$ cat src/rtl/clkgen_pwrup_pkg.sv
package clkgen_pwrup_pkg;

  typedef enum logic [1:0] {
    ST_OFF    = 2'd0,
    ST_WAIT   = 2'd1,
    ST_SAMPLE = 2'd2,
    ST_RUN    = 2'd3
  } seq_state_e;

  function automatic logic state_vco_on(input seq_state_e s);
    return (s == ST_SAMPLE) || (s == ST_RUN);
  endfunction

  function automatic logic state_outputs_on(input seq_state_e s);
    return s == ST_RUN;
  endfunction

  function automatic int unsigned counter_width(input int unsigned a, input int unsigned b);
    int unsigned m;
    m = (a > b) ? a : b;
    return (m < 2) ? 1 : $clog2(m);
  endfunction

endpackage

$ cat src/rtl/pg_sync2.sv
module pg_sync2 #(
  parameter logic RESET_VAL = 1'b1
) (
  input  logic clk,
  input  logic rst_n,
  input  logic d_async,
  output logic q_sync
);
  logic stage1;

  always_ff @(posedge clk or negedge rst_n) begin
    if (!rst_n) begin
      stage1 <= RESET_VAL;
      q_sync <= RESET_VAL;
    end else begin
      stage1 <= d_async;
      q_sync <= stage1;
    end
  end
endmodule

$ cat src/rtl/seq_cycle_timer.sv
module seq_cycle_timer #(
  parameter int unsigned CW = 8
) (
  input  logic          clk,
  input  logic          rst_n,
  input  logic          clr,
  input  logic          inc,
  output logic [CW-1:0] count
);
  always_ff @(posedge clk or negedge rst_n) begin
    if (!rst_n)   count <= '0;
    else if (clr) count <= '0;
    else if (inc) count <= count + 1'b1;
  end
endmodule

$ cat src/rtl/strap_hold.sv
module strap_hold #(
  parameter int unsigned SW = 3
) (
  input  logic          clk,
  input  logic          rst_n,
  input  logic          clear,
  input  logic          capture,
  input  logic [SW-1:0] d,
  output logic [SW-1:0] q
);
  always_ff @(posedge clk or negedge rst_n) begin
    if (!rst_n)       q <= '0;
    else if (clear)   q <= '0;
    else if (capture) q <= d;
  end
endmodule

$ cat src/rtl/clkgen_pwrup_seq.sv
module clkgen_pwrup_seq
  import clkgen_pwrup_pkg::*;
#(
  parameter int unsigned QUAL_CYCLES   = 3580,
  parameter int unsigned SETTLE_CYCLES = 25773,
  parameter int unsigned STRAP_W       = 3
) (
  input  logic               clk_ref,
  input  logic               rst_n,
  input  logic               supply_ok,
  input  logic               pgood_n,
  input  logic [STRAP_W-1:0] strap_in,
  output logic               vco_run,
  output logic [STRAP_W-1:0] freq_sel,
  output logic               out_en,
  output logic [1:0]         seq_state
);
  localparam int unsigned CW = counter_width(QUAL_CYCLES, SETTLE_CYCLES);
  localparam logic [CW-1:0] QUAL_LAST   = CW'(QUAL_CYCLES - 1);
  localparam logic [CW-1:0] SETTLE_LAST = CW'(SETTLE_CYCLES - 1);

  seq_state_e state_q, state_d;
  logic       pgood_n_s;
  logic       pg_low;
  logic [CW-1:0] cnt;

  // named internal events
  logic qual_done;
  logic settle_done;
  logic strap_capture;
  logic timer_clr;
  logic timer_inc;

  pg_sync2 #(.RESET_VAL(1'b1)) u_pg_sync (
    .clk     (clk_ref),
    .rst_n   (rst_n),
    .d_async (pgood_n),
    .q_sync  (pgood_n_s)
  );

  assign pg_low = !pgood_n_s;

  seq_cycle_timer #(.CW(CW)) u_timer (
    .clk   (clk_ref),
    .rst_n (rst_n),
    .clr   (timer_clr),
    .inc   (timer_inc),
    .count (cnt)
  );

  assign qual_done     = supply_ok && (state_q == ST_WAIT) && pg_low && (cnt == QUAL_LAST);
  assign settle_done   = supply_ok && (state_q == ST_SAMPLE) && (cnt == SETTLE_LAST);
  assign strap_capture = supply_ok && (state_q == ST_SAMPLE) && (cnt == '0);

  always_comb begin
    timer_inc = 1'b0;
    timer_clr = 1'b1;
    if (supply_ok && !qual_done && !settle_done) begin
      if (state_q == ST_WAIT && pg_low) begin
        timer_inc = 1'b1;
        timer_clr = 1'b0;
      end else if (state_q == ST_SAMPLE) begin
        timer_inc = 1'b1;
        timer_clr = 1'b0;
      end
    end
  end

  always_comb begin
    state_d = state_q;
    if (!supply_ok) begin
      state_d = ST_OFF;
    end else begin
      unique case (state_q)
        ST_OFF:    state_d = ST_WAIT;
        ST_WAIT:   if (qual_done)   state_d = ST_SAMPLE;
        ST_SAMPLE: if (settle_done) state_d = ST_RUN;
        ST_RUN:    state_d = ST_RUN;
        default:   state_d = ST_OFF;
      endcase
    end
  end

  always_ff @(posedge clk_ref or negedge rst_n) begin
    if (!rst_n) state_q <= ST_OFF;
    else        state_q <= state_d;
  end

  strap_hold #(.SW(STRAP_W)) u_strap (
    .clk     (clk_ref),
    .rst_n   (rst_n),
    .clear   (state_q == ST_OFF),
    .capture (strap_capture),
    .d       (strap_in),
    .q       (freq_sel)
  );

  assign vco_run   = state_vco_on(state_q);
  assign out_en    = state_outputs_on(state_q);
  assign seq_state = state_q;

endmodule

$ cat config.mk
export PLATFORM = sky130hd
export DESIGN_NAME = clkgen_pwrup_seq
export DESIGN_NICKNAME = d
export VERILOG_FILES = /design/src/rtl/clkgen_pwrup_pkg.sv /design/src/rtl/pg_sync2.sv /design/src/rtl/seq_cycle_timer.sv /design/src/rtl/strap_hold.sv /design/src/rtl/clkgen_pwrup_seq.sv
export SDC_FILE = /design/constraint.sdc
export NUM_CORES = 1
export LEC_CHECK = 0
export CORE_MARGIN = 2
export CORE_UTILIZATION = 54
export CTS_CLUSTER_SIZE = 30
export DETAILED_ROUTE_END_ITERATION = 6
export GPL_TIMING_DRIVEN = 0
export PLACE_DENSITY = 0.86
export SLEW_MARGIN = 20
export SYNTH_ARGS = -nofsm -noshare
export SYNTH_HDL_FRONTEND = slang
export SYNTH_SLANG_ARGS = --single-unit
$ cat constraint.sdc
create_clock -name clk_ref -period 2.3 [get_ports clk_ref]
set_input_delay 0.23 -clock clk_ref [delete_from_list [all_inputs] [get_ports clk_ref]]
set_output_delay 0.23 -clock clk_ref [all_outputs]
set_load 0.02 [all_outputs]
# Yosys cells after proc, flatten, opt, wreduce, memory -nomap -nowiden
# Index checks and enable logic that the tools add are counted.
[word_totals]
reg_bits = 22
in_bits = 7
output_inout_bits = 7
elab_cells = 45
[op_classes]
addsub = 1
n_eq_ne = 7
n_mux = 14
n_reduce_logical = 18
[op_table]
columns = ["op", "n"]
rows = [
  ["15-bit two-way mux", 2],
  ["15-bit by 1-bit adder with 15-bit output, second input constant", 1],
  ["15-bit by 12-bit == test with 1-bit output, second input constant", 1],
  ["15-bit == test, second input constant", 1],
  ["15-bit logical NOT", 1],
  ["1-bit logical AND", 9],
  ["2-bit case mux with 4 select lines", 1],
  ["1-bit two-way mux", 6],
  ["2-bit two-way mux", 3],
  ["3-bit two-way mux", 2],
  ["3-bit inequality test, second input constant", 2],
  ["2-bit == test, second input constant", 2],
  ["2-bit nonzero test", 2],
  ["1-bit logical NOT", 3],
  ["2-bit by 1-bit == test with 1-bit output, second input constant", 1],
  ["2-bit logical NOT", 1],
  ["2-bit AND reduction", 1],
  ["1-bit logical OR", 1],
]

# Logic depth before layout (Yosys ltp)
# Gate-level depths: netlist of the first run.
[logic_depth]
ltp_word = 10
depth_mapped = 7
ltp_nobuf = 5

# Cells and area by module
# A second synthesis of the first run with hierarchy kept.
[unflattened]
hier_cells = 119
hier_area_um2 = 1197.4
[modules_own_cells]
columns = ["mod", "instances", "cells_per_inst", "area_each_um2", "seq_area_each_um2"]
rows = [
  ["seq_cycle_timer", 1, 80, 807.0, 375.4],
  ["clkgen_pwrup_seq", 1, 28, 221.5, 50.0],
  ["strap_hold", 1, 9, 116.4, 75.1],
  ["pg_sync2", 1, 2, 52.6, 52.6],
]

# Least setup slack after synthesis of the first run
# No wires, ideal clock.
[synth_timing]
kind = "register to register"
from = "register u_timer.count[0]"
to = "register u_timer.count[0]"
setup_ns = 0.123
arrival_ns = 1.583
required_ns = 2.177
setup_slack_ns = 0.594
path_stages_with_launch = 8
path_buffers = 2
period_less_slack_ns = 1.706
cell_sequence = "dfrtp_1 -> ha_1 -> and4_1 -> buf_4 -> nand2_4 -> o41ai_4 -> buf_6 -> nor3_2"
[synth_between]
elab_chain_cells = 7
elab_cells_between_ends = 14
cone_classes = "add/sub: 1; eq/ne: 2; mux: 4; reduce/logical: 7"
[synth_rtl]
columns = ["element", "line", "rtl"]
rows = [
  ["start: declaration", "seq_cycle_timer.sv:8", "output logic [CW-1:0] count"],
  ["start signal: assignment", "seq_cycle_timer.sv:13", "else if (inc) count <= count + 1'b1;"],
  ["branches (longest 7 deep; another with 15-bit by 1-bit adder with 15-bit output)", "n/a", ""],
]
# Parallel ways; which one is timed is not known. The select of a mux whose other input is x is not followed.
# A chain may end at the register's enable or synchronous reset.

# Worst setup path after layout of the first run
[layout_timing]
from = "register u_timer.count[0]"
to = "register u_timer.count[5]"
# Same word-level chain as after synthesis.

==> flow_summary.yaml, run 1 <==
logic_synthesis:
  synthFlopType: "dfrtp_1"
  synth_area_um2: 1230
  synthArstFlopShare_pct: 100
  muxShareOfSynthArea_pct: 0
  yosys.area_share.simple_pct: 30.7
  postSynthAreaPerCell_um2: 10.6
  synth_cell_type_count: 33
  synth_edf_count: 0
  synth-seq-cells: 22
  synthCells: 116
  synth_top_family_by_area: "simple AND/OR/NAND/NOR gates"
  ys_seq_area_share_pct: 45.1
  synth_nets: 125
  yosysWarnings: 0
  synth_fa_ha_area_share_pct: 2.04
  synth-xor-area-share_pct: 6.42
  synth_compound_area_share_pct: 11.5
clock_network:
  clk_latency_ns: 0.30
  clkSinkCount: 22
  cts_max_level: 1
  cts_buffers: 3
  cts_root_buf: "clkbuf_4"
  cts_resized: 0
  ctsLongestPathBuffers: 2
  cts.clk_slew.worst_paths_ns: 0.12
  tritoncts: "yes"
timing:
  maxSlewViolCount: 0
  setup_viol: 0
  fin_worst_skew_ns: 0.00330
  fin_tns_setup_ns: 0
  fmax_mhz: 516
  period_minus_slack_ns: 1.94
  final.period_utilization_pct: 84.3
  slew_headroom_pct: 66.8
  rsz0062_at_grt: "no"
  tightest_slew_ns: 0.497
  final_hold_viol_count: 0
critical_path:
  slowest_delay_ns: 0.45
  required_ns: 2.50
  worst-setup-path-type: "reg -> reg"
  r2r_end: "u_timer.count[5]"
  ff2ff_path_depth: 7
  r2r-start: "u_timer.count[0]"
  slowest_stage: "dfrtp_1"
  end_kind: "flip-flop"
  crit_path_cell_trace: "ha_1 -> and4_1 -> buf_4 -> nand2_4 -> o41ai_4 -> buf_6 -> nor3_2"
  critPathLaunchType: "flip-flop"
  crit_arrival_ns: 2.14
  rrSetupSlack_ns: 0.36
  worst-path-max-fanout: 10
final_layout:
  seqCellArea_um2: 553
  fillCellCount: 179
  drive_above_1_share_pct: 20.9
  antennaDiodeCount: 0
  multi_input_area_um2: 622
  fin_nets: 144
  mostFrequentLayoutCells: "20 x dfrtp_1, 12 x nand3_1, 12 x clkdlybuf4s50_1"
  syn_to_final_growth_pct: 16.8
  final_common_cell: "dfrtp_1"
global_routing:
  grt_antenna_before_repair: 0
  grt_max_degree: 23
  grt_overflow_total: 0
  grt_pass1_wl_um: 4280
  grt_pass1_vias: 907
  grt_usage_pct: 21.7
route:
  num_vias: 944
  wl_per_cell_um: 14.3
  detail_route.wirelength_um: 2320
  ant_nets: 0
  drt_first_pass_iters: 4
  post-route-drc-count: 0
  viasPerCell: 5.83
  first_iter_violations: 13
floorplanning:
  die_height_um: 51.7
  core-area_um2: 2170
  start_util_pct: 56.6
  top_level_ports: 14
  rows: 17
  die_w_um: 51.7
  fp.dieArea_um2: 2670
pwr:
  p_leak_nw: 0.569
  peakVddDrop_v: 0.000373
  total_power_w: 0.000652
  power_density_nw_per_um2: 455
placement:
  dp_hpwl_um: 1720
  place.gp.congestion: 0.849
  portBuffers: 13
min_path:
  min_from: "pgood_n"
  worstHoldPathType: "in -> reg"
  hold-path-endpoint: "u_pg_sync.stage1"
  whs_path_depth: 1
job:
  maxCapViolCount: 0
status:
  status: "completed"
==> through the flow <==
step	cells	instance area (µm²)	hold slack, ns	setup slack [ns]	utilization [%]
after global placement	157	1390	0.346	0.416	64.2
final	162	1430	0.313	0.362	66.1
after detailed placement	157	1390	0.347	0.378	64.2
after CTS	161	1430	0.298	0.346	65.9
after floorplan	116	1230	-0.0656	0.594	-
after global routing	162	1430	0.299	0.228	66.1
==> worst max-delay path by stage <==
| stage | start | depth (start not counted) | end |
|---|---|---|---|
| 6_report | u_timer.count[0] | 7 | u_timer.count[5] |
| 5_1_grt | u_timer.count[0] | 7 | seq_state[0] |
| 4_1_cts | u_timer.count[0] | 7 | u_timer.count[5] |
| 3_5_place_dp | u_timer.count[0] | 7 | u_timer.count[5] |
| 3_3_place_gp | u_timer.count[0] | 7 | u_timer.count[0] |
| 2_1_floorplan | u_timer.count[0] | 7 | u_timer.count[0] |
==> flip-flops by register name (all words and copies together), names as in the netlist <==
| name | count |
|---|---|
| u_timer.count | 15 |
| seq_state | 2 |
| u_pg_sync.stage1 | 1 |
| u_pg_sync.q_sync | 1 |
| u_strap.q | 3 |
==> worst max-delay path, delay by kind of cell (launching register included) <==
family	cells	cell delay (ns)
buffers and inverters	2	0.39
AND/OR/NAND/NOR	3	0.33
flip-flops	1	0.45
AO/OA/AOI/OAI	1	0.42
adder cells (fa/ha/maj)	1	0.24
==> final cells by class <==
class / count / share of cell area [%]
inverters: 3 / 0.785
clock buffers: 4 / 2.53
flip-flops and latches: 22 / 38.6
multi-input cells: 86 / 43.4
plain buffers: 5 / 2.88
repair buffers: 14 / 9.42
well taps: 28 / 2.44
==> synth_stat cells (3+ instances only) <==
cell type | number | area [µm²]
nand3_1 | 12 | 60.1
or3_1 | 4 | 25.0
a21oi_1 | 3 | 15.0
xor2_1 | 8 | 70.1
o21ai_0 | 7 | 35.0
nor3_2 | 10 | 100
nor2_1 | 3 | 11.3
inv_1 | 3 | 11.3
nor3_1 | 3 | 15.0
nand4_1 | 5 | 31.3
and4_1 | 3 | 26.3
nor4_1 | 3 | 18.8
dfrtp_1 | 20 | 500
a211oi_1 | 4 | 30.0
nand2_1 | 5 | 18.8
==> power by group <==
group	leakage, nW	internal (W)	switching (W)	total, W
sequential	0.298	0.000392	0.00000306	0.000395
combinational	0.250	0.0000204	0.0000277	0.0000482
clock	0.0210	0.0000967	0.000112	0.000209
total	0.569	0.000509	0.000143	0.000652
==> layer usage <==
layer	GRT usage [%]	vias to the layer above	routed length [µm]
met4	10.1	0	57
met1	29.1	457	1080
met3	4.31	7	78
met5	0	-	0
met2	34.0	17	1110
li1	-	463	-
==> logic make-up (layout without fill, tap and decap cells) <==
family / Yosys count / count (layout)
and+or+nand+nor: 57 / 57
DFF: 22 / 22
xor gates and xnor gates: 9 / 9
adders and majority gates: 2 / 2
buffers and inverters: 8 / 26
AOI/OAI and AO/OA: 18 / 18
==> timing repair <==
item                                    CTS  global route
setup buffers                             0             0
endpoints found under the setup margin    0             0
hold buffers                              0             1
endpoints found under the hold margin     0            20
(Power assumes the default switching activity.)
==> run 2: changes to the inputs <==
CORE_UTILIZATION = 49   (was 54)
PLACE_DENSITY = 0.83   (was 0.86)
clock period = 1.7 ns   (was 2.3 ns; I/O delays follow)
==> run 2 against run 1 <==
The flow now finishes with violations (negative setup slack). Clock power is 19% higher. Flip-flop and latch count stayed put. Sequential power is 35% higher. Sequential share of layout area is 3.7 points lower. First-iteration DRC count is 77% higher. Via count is 8.2% higher. Count of clock-buffer cells in the layout stayed put. Global-route usage is 1.3 points lower. Worst hold slack worse by 0.057 ns. Cell count is 8.0% higher. Final area is 11% higher. Power is 33% higher. Critical path type unchanged. Critical endpoint is now u_timer.count[14]. Largest power group unchanged.
==> flow_summary.yaml, run 2 (synthesized netlist as in run 1, its figures left out) <==
status:
  status: "finished with violations"
  violations: "negative setup slack"
min_path:
  min_from: "pgood_n"
  whs_path_depth: 1
  hold-path-endpoint: "u_pg_sync.stage1"
  worstHoldPathType: "in -> reg"
global_routing:
  grt_max_degree: 23
  grt_pass1_vias: 994
  grt_usage_pct: 20.4
  grt_antenna_before_repair: 0
  grt_pass1_wl_um: 4250
  grt_overflow_total: 0
clock_network:
  cts_buffers: 3
  cts.clk_slew.worst_paths_ns: 0.11
  cts_max_level: 1
  ctsLongestPathBuffers: 2
  cts_root_buf: "clkbuf_4"
  clkSinkCount: 22
  tritoncts: "yes"
  cts_hold_buf: 0
  clk_latency_ns: 0.31
pwr:
  peakVddDrop_v: 0.000380
  swShare_pct: 23.5
  seqPwrFrac_pct: 61.4
  p_leak_nw: 0.652
  power_density_nw_per_um2: 545
  p_switching_w: 0.000204
  total_power_w: 0.000868
  power.internal_w: 0.000665
  clkPwrFrac_pct: 28.6
  p_comb_share_pct: 10.0
route:
  wl_per_cell_um: 15.6
  viasPerCell: 5.83
  ant_nets: 0
  post-route-drc-count: 0
  first_iter_violations: 23
  num_vias: 1021
  drt_first_pass_iters: 4
  detail_route.wirelength_um: 2730
critical_path:
  ff2ff_path_depth: 7
  crit_family: "simple AND/OR/NAND/NOR gates"
  crit_arrival_ns: 1.94
  crit_path_cell_trace: "ha_2 -> and4_1 -> buf_6 -> buf_6 -> nand3_2 -> or3_4 -> a211oi_2"
  slowest_delay_ns: 0.37
  r2r_end: "u_timer.count[14]"
  cpMostUsedCell: "buf_6"
  end_kind: "flip-flop"
  rrSetupSlack_ns: -0.007
  crit_cells: 7
  worst-path-max-fanout: 3
  worst-setup-path-type: "reg -> reg"
  r2r-start: "u_timer.count[1]"
  cp.buffers_inverters: 2
  required_ns: 1.94
  critPathLaunchType: "flip-flop"
  slowest_stage: "dfrtp_1"
floorplanning:
  die_w_um: 54.1
  top_level_ports: 14
  die_height_um: 54.1
  fp.dieArea_um2: 2920
  core-area_um2: 2430
  start_util_pct: 50.5
  rows: 18
timing:
  tightest_slew_ns: 0.977
  setup_viol: 1
  fmax_mhz: 586
  slew_headroom_pct: 34.7
  rsz0062_at_grt: "yes"
  period_minus_slack_ns: 1.71
  final_hold_viol_count: 0
  maxSlewViolCount: 0
  final.period_utilization_pct: 100
  setup_slack_ns: -0.00686
  fin_tns_setup_ns: -0.00686
  fin_worst_skew_ns: 0.00167
final_layout:
  fillCellCount: 194
  syn_to_final_growth_pct: 29.9
  antennaDiodeCount: 0
  final_common_cell: "dfrtp_1"
  fin_nets: 155
  stdcell_area_um2: 1590
  drive_above_1_share_pct: 33.8
  mostFrequentLayoutCells: "18 x dfrtp_1, 12 x clkdlybuf4s50_1, 11 x nor3_2, 11 x nand3_1, 9 x buf_4"
  top_register: "u_timer.count"
  largest_register_ffs: 15
placement:
  portBuffers: 13
  dp_hpwl_um: 1770
  placed_cell_area_um2: 1400
  place.gp.congestion: 0.784
job:
  maxCapViolCount: 0
-- run 2: changes by cell type in the layout (fill, tap and decap cells not counted), sizes merged --
cell	change
dlymetal6s2s	+1
clkbuf	+1
dlygate4sd3	-1
buf	+10
-- run 2: worst reg2reg max path, stage by stage (launching register included) --
cell and delay (ns):
dfrtp_1 0.37, ha_2 0.18, and4_1 0.21, buf_6 0.12, buf_6 0.10, nand3_2 0.09, or3_4 0.37, a211oi_2 0.18
-- run 2: worst max-delay path by stage --
stage	startpoint	endpoint	slack [ns]
6_report	u_timer.count[1]	u_timer.count[14]	-0.007
5_1_grt	u_timer.count[1]	u_timer.count[14]	-0.1
4_1_cts	u_timer.count[1]	u_timer.count[8]	-0.04
3_5_place_dp	u_timer.count[0]	u_timer.count[8]	-0.26
3_3_place_gp	u_timer.count[0]	u_timer.count[0]	-0.23
2_1_floorplan	u_timer.count[0]	u_timer.count[0]	-0.006
-- run 2: cell type report --
| cell class | instances | area [µm²] | share of cell area [%] |
|---|---|---|---|
| multi-input cells | 86 | 658 | 41.3 |
| flip-flops and latches | 22 | 556 | 34.9 |
| inverters | 3 | 11.3 | 0.706 |
| well taps | 30 | 37.5 | 2.35 |
| plain buffers | 5 | 57.6 | 3.61 |
| repair buffers | 25 | 248 | 15.5 |
| clock buffers | 4 | 26.3 | 1.65 |
-- run 2: power by group through the flow --
stage	Sequential, W	Combinational, W	Clock [W]
2_1_floorplan	0.000545	0.0000298	0
3_3_place_gp	0.000544	0.0000644	0
3_5_place_dp	0.000544	0.0000656	0
4_1_cts	0.000533	0.0000776	0.000252
5_1_grt	0.000534	0.0000953	0.000270
6_report	0.000533	0.0000872	0.000248
-- run 2: per-layer routing --
metal | GRT usage [%] | share of wire [%]
met1 | 25.2 | 43
met2 | 36.0 | 50
met3 | 2.50 | 4.5
met4 | 8.33 | 2.3
met5 | 0 | 0
-- run 2: timing repair --
item,CTS,global route
buffers inserted,8,3
gates cloned,0,1
gates resized for setup,5,14
endpoints found under the setup margin,17,18
pin swaps,2,5
-- run 2: metrics by stage --
step | util, % | worst slack, ns | hold WS (ns) | std cells
2_1_floorplan | - | -0.00560 | -0.126 | 116
3_3_place_gp | 57.4 | -0.229 | 0.351 | 159
3_5_place_dp | 57.4 | -0.264 | 0.352 | 159
4_1_cts | 61.8 | -0.0418 | 0.266 | 171
5_1_grt | 65.5 | -0.0997 | 0.259 | 175
6_report | 65.5 | -0.00686 | 0.256 | 175
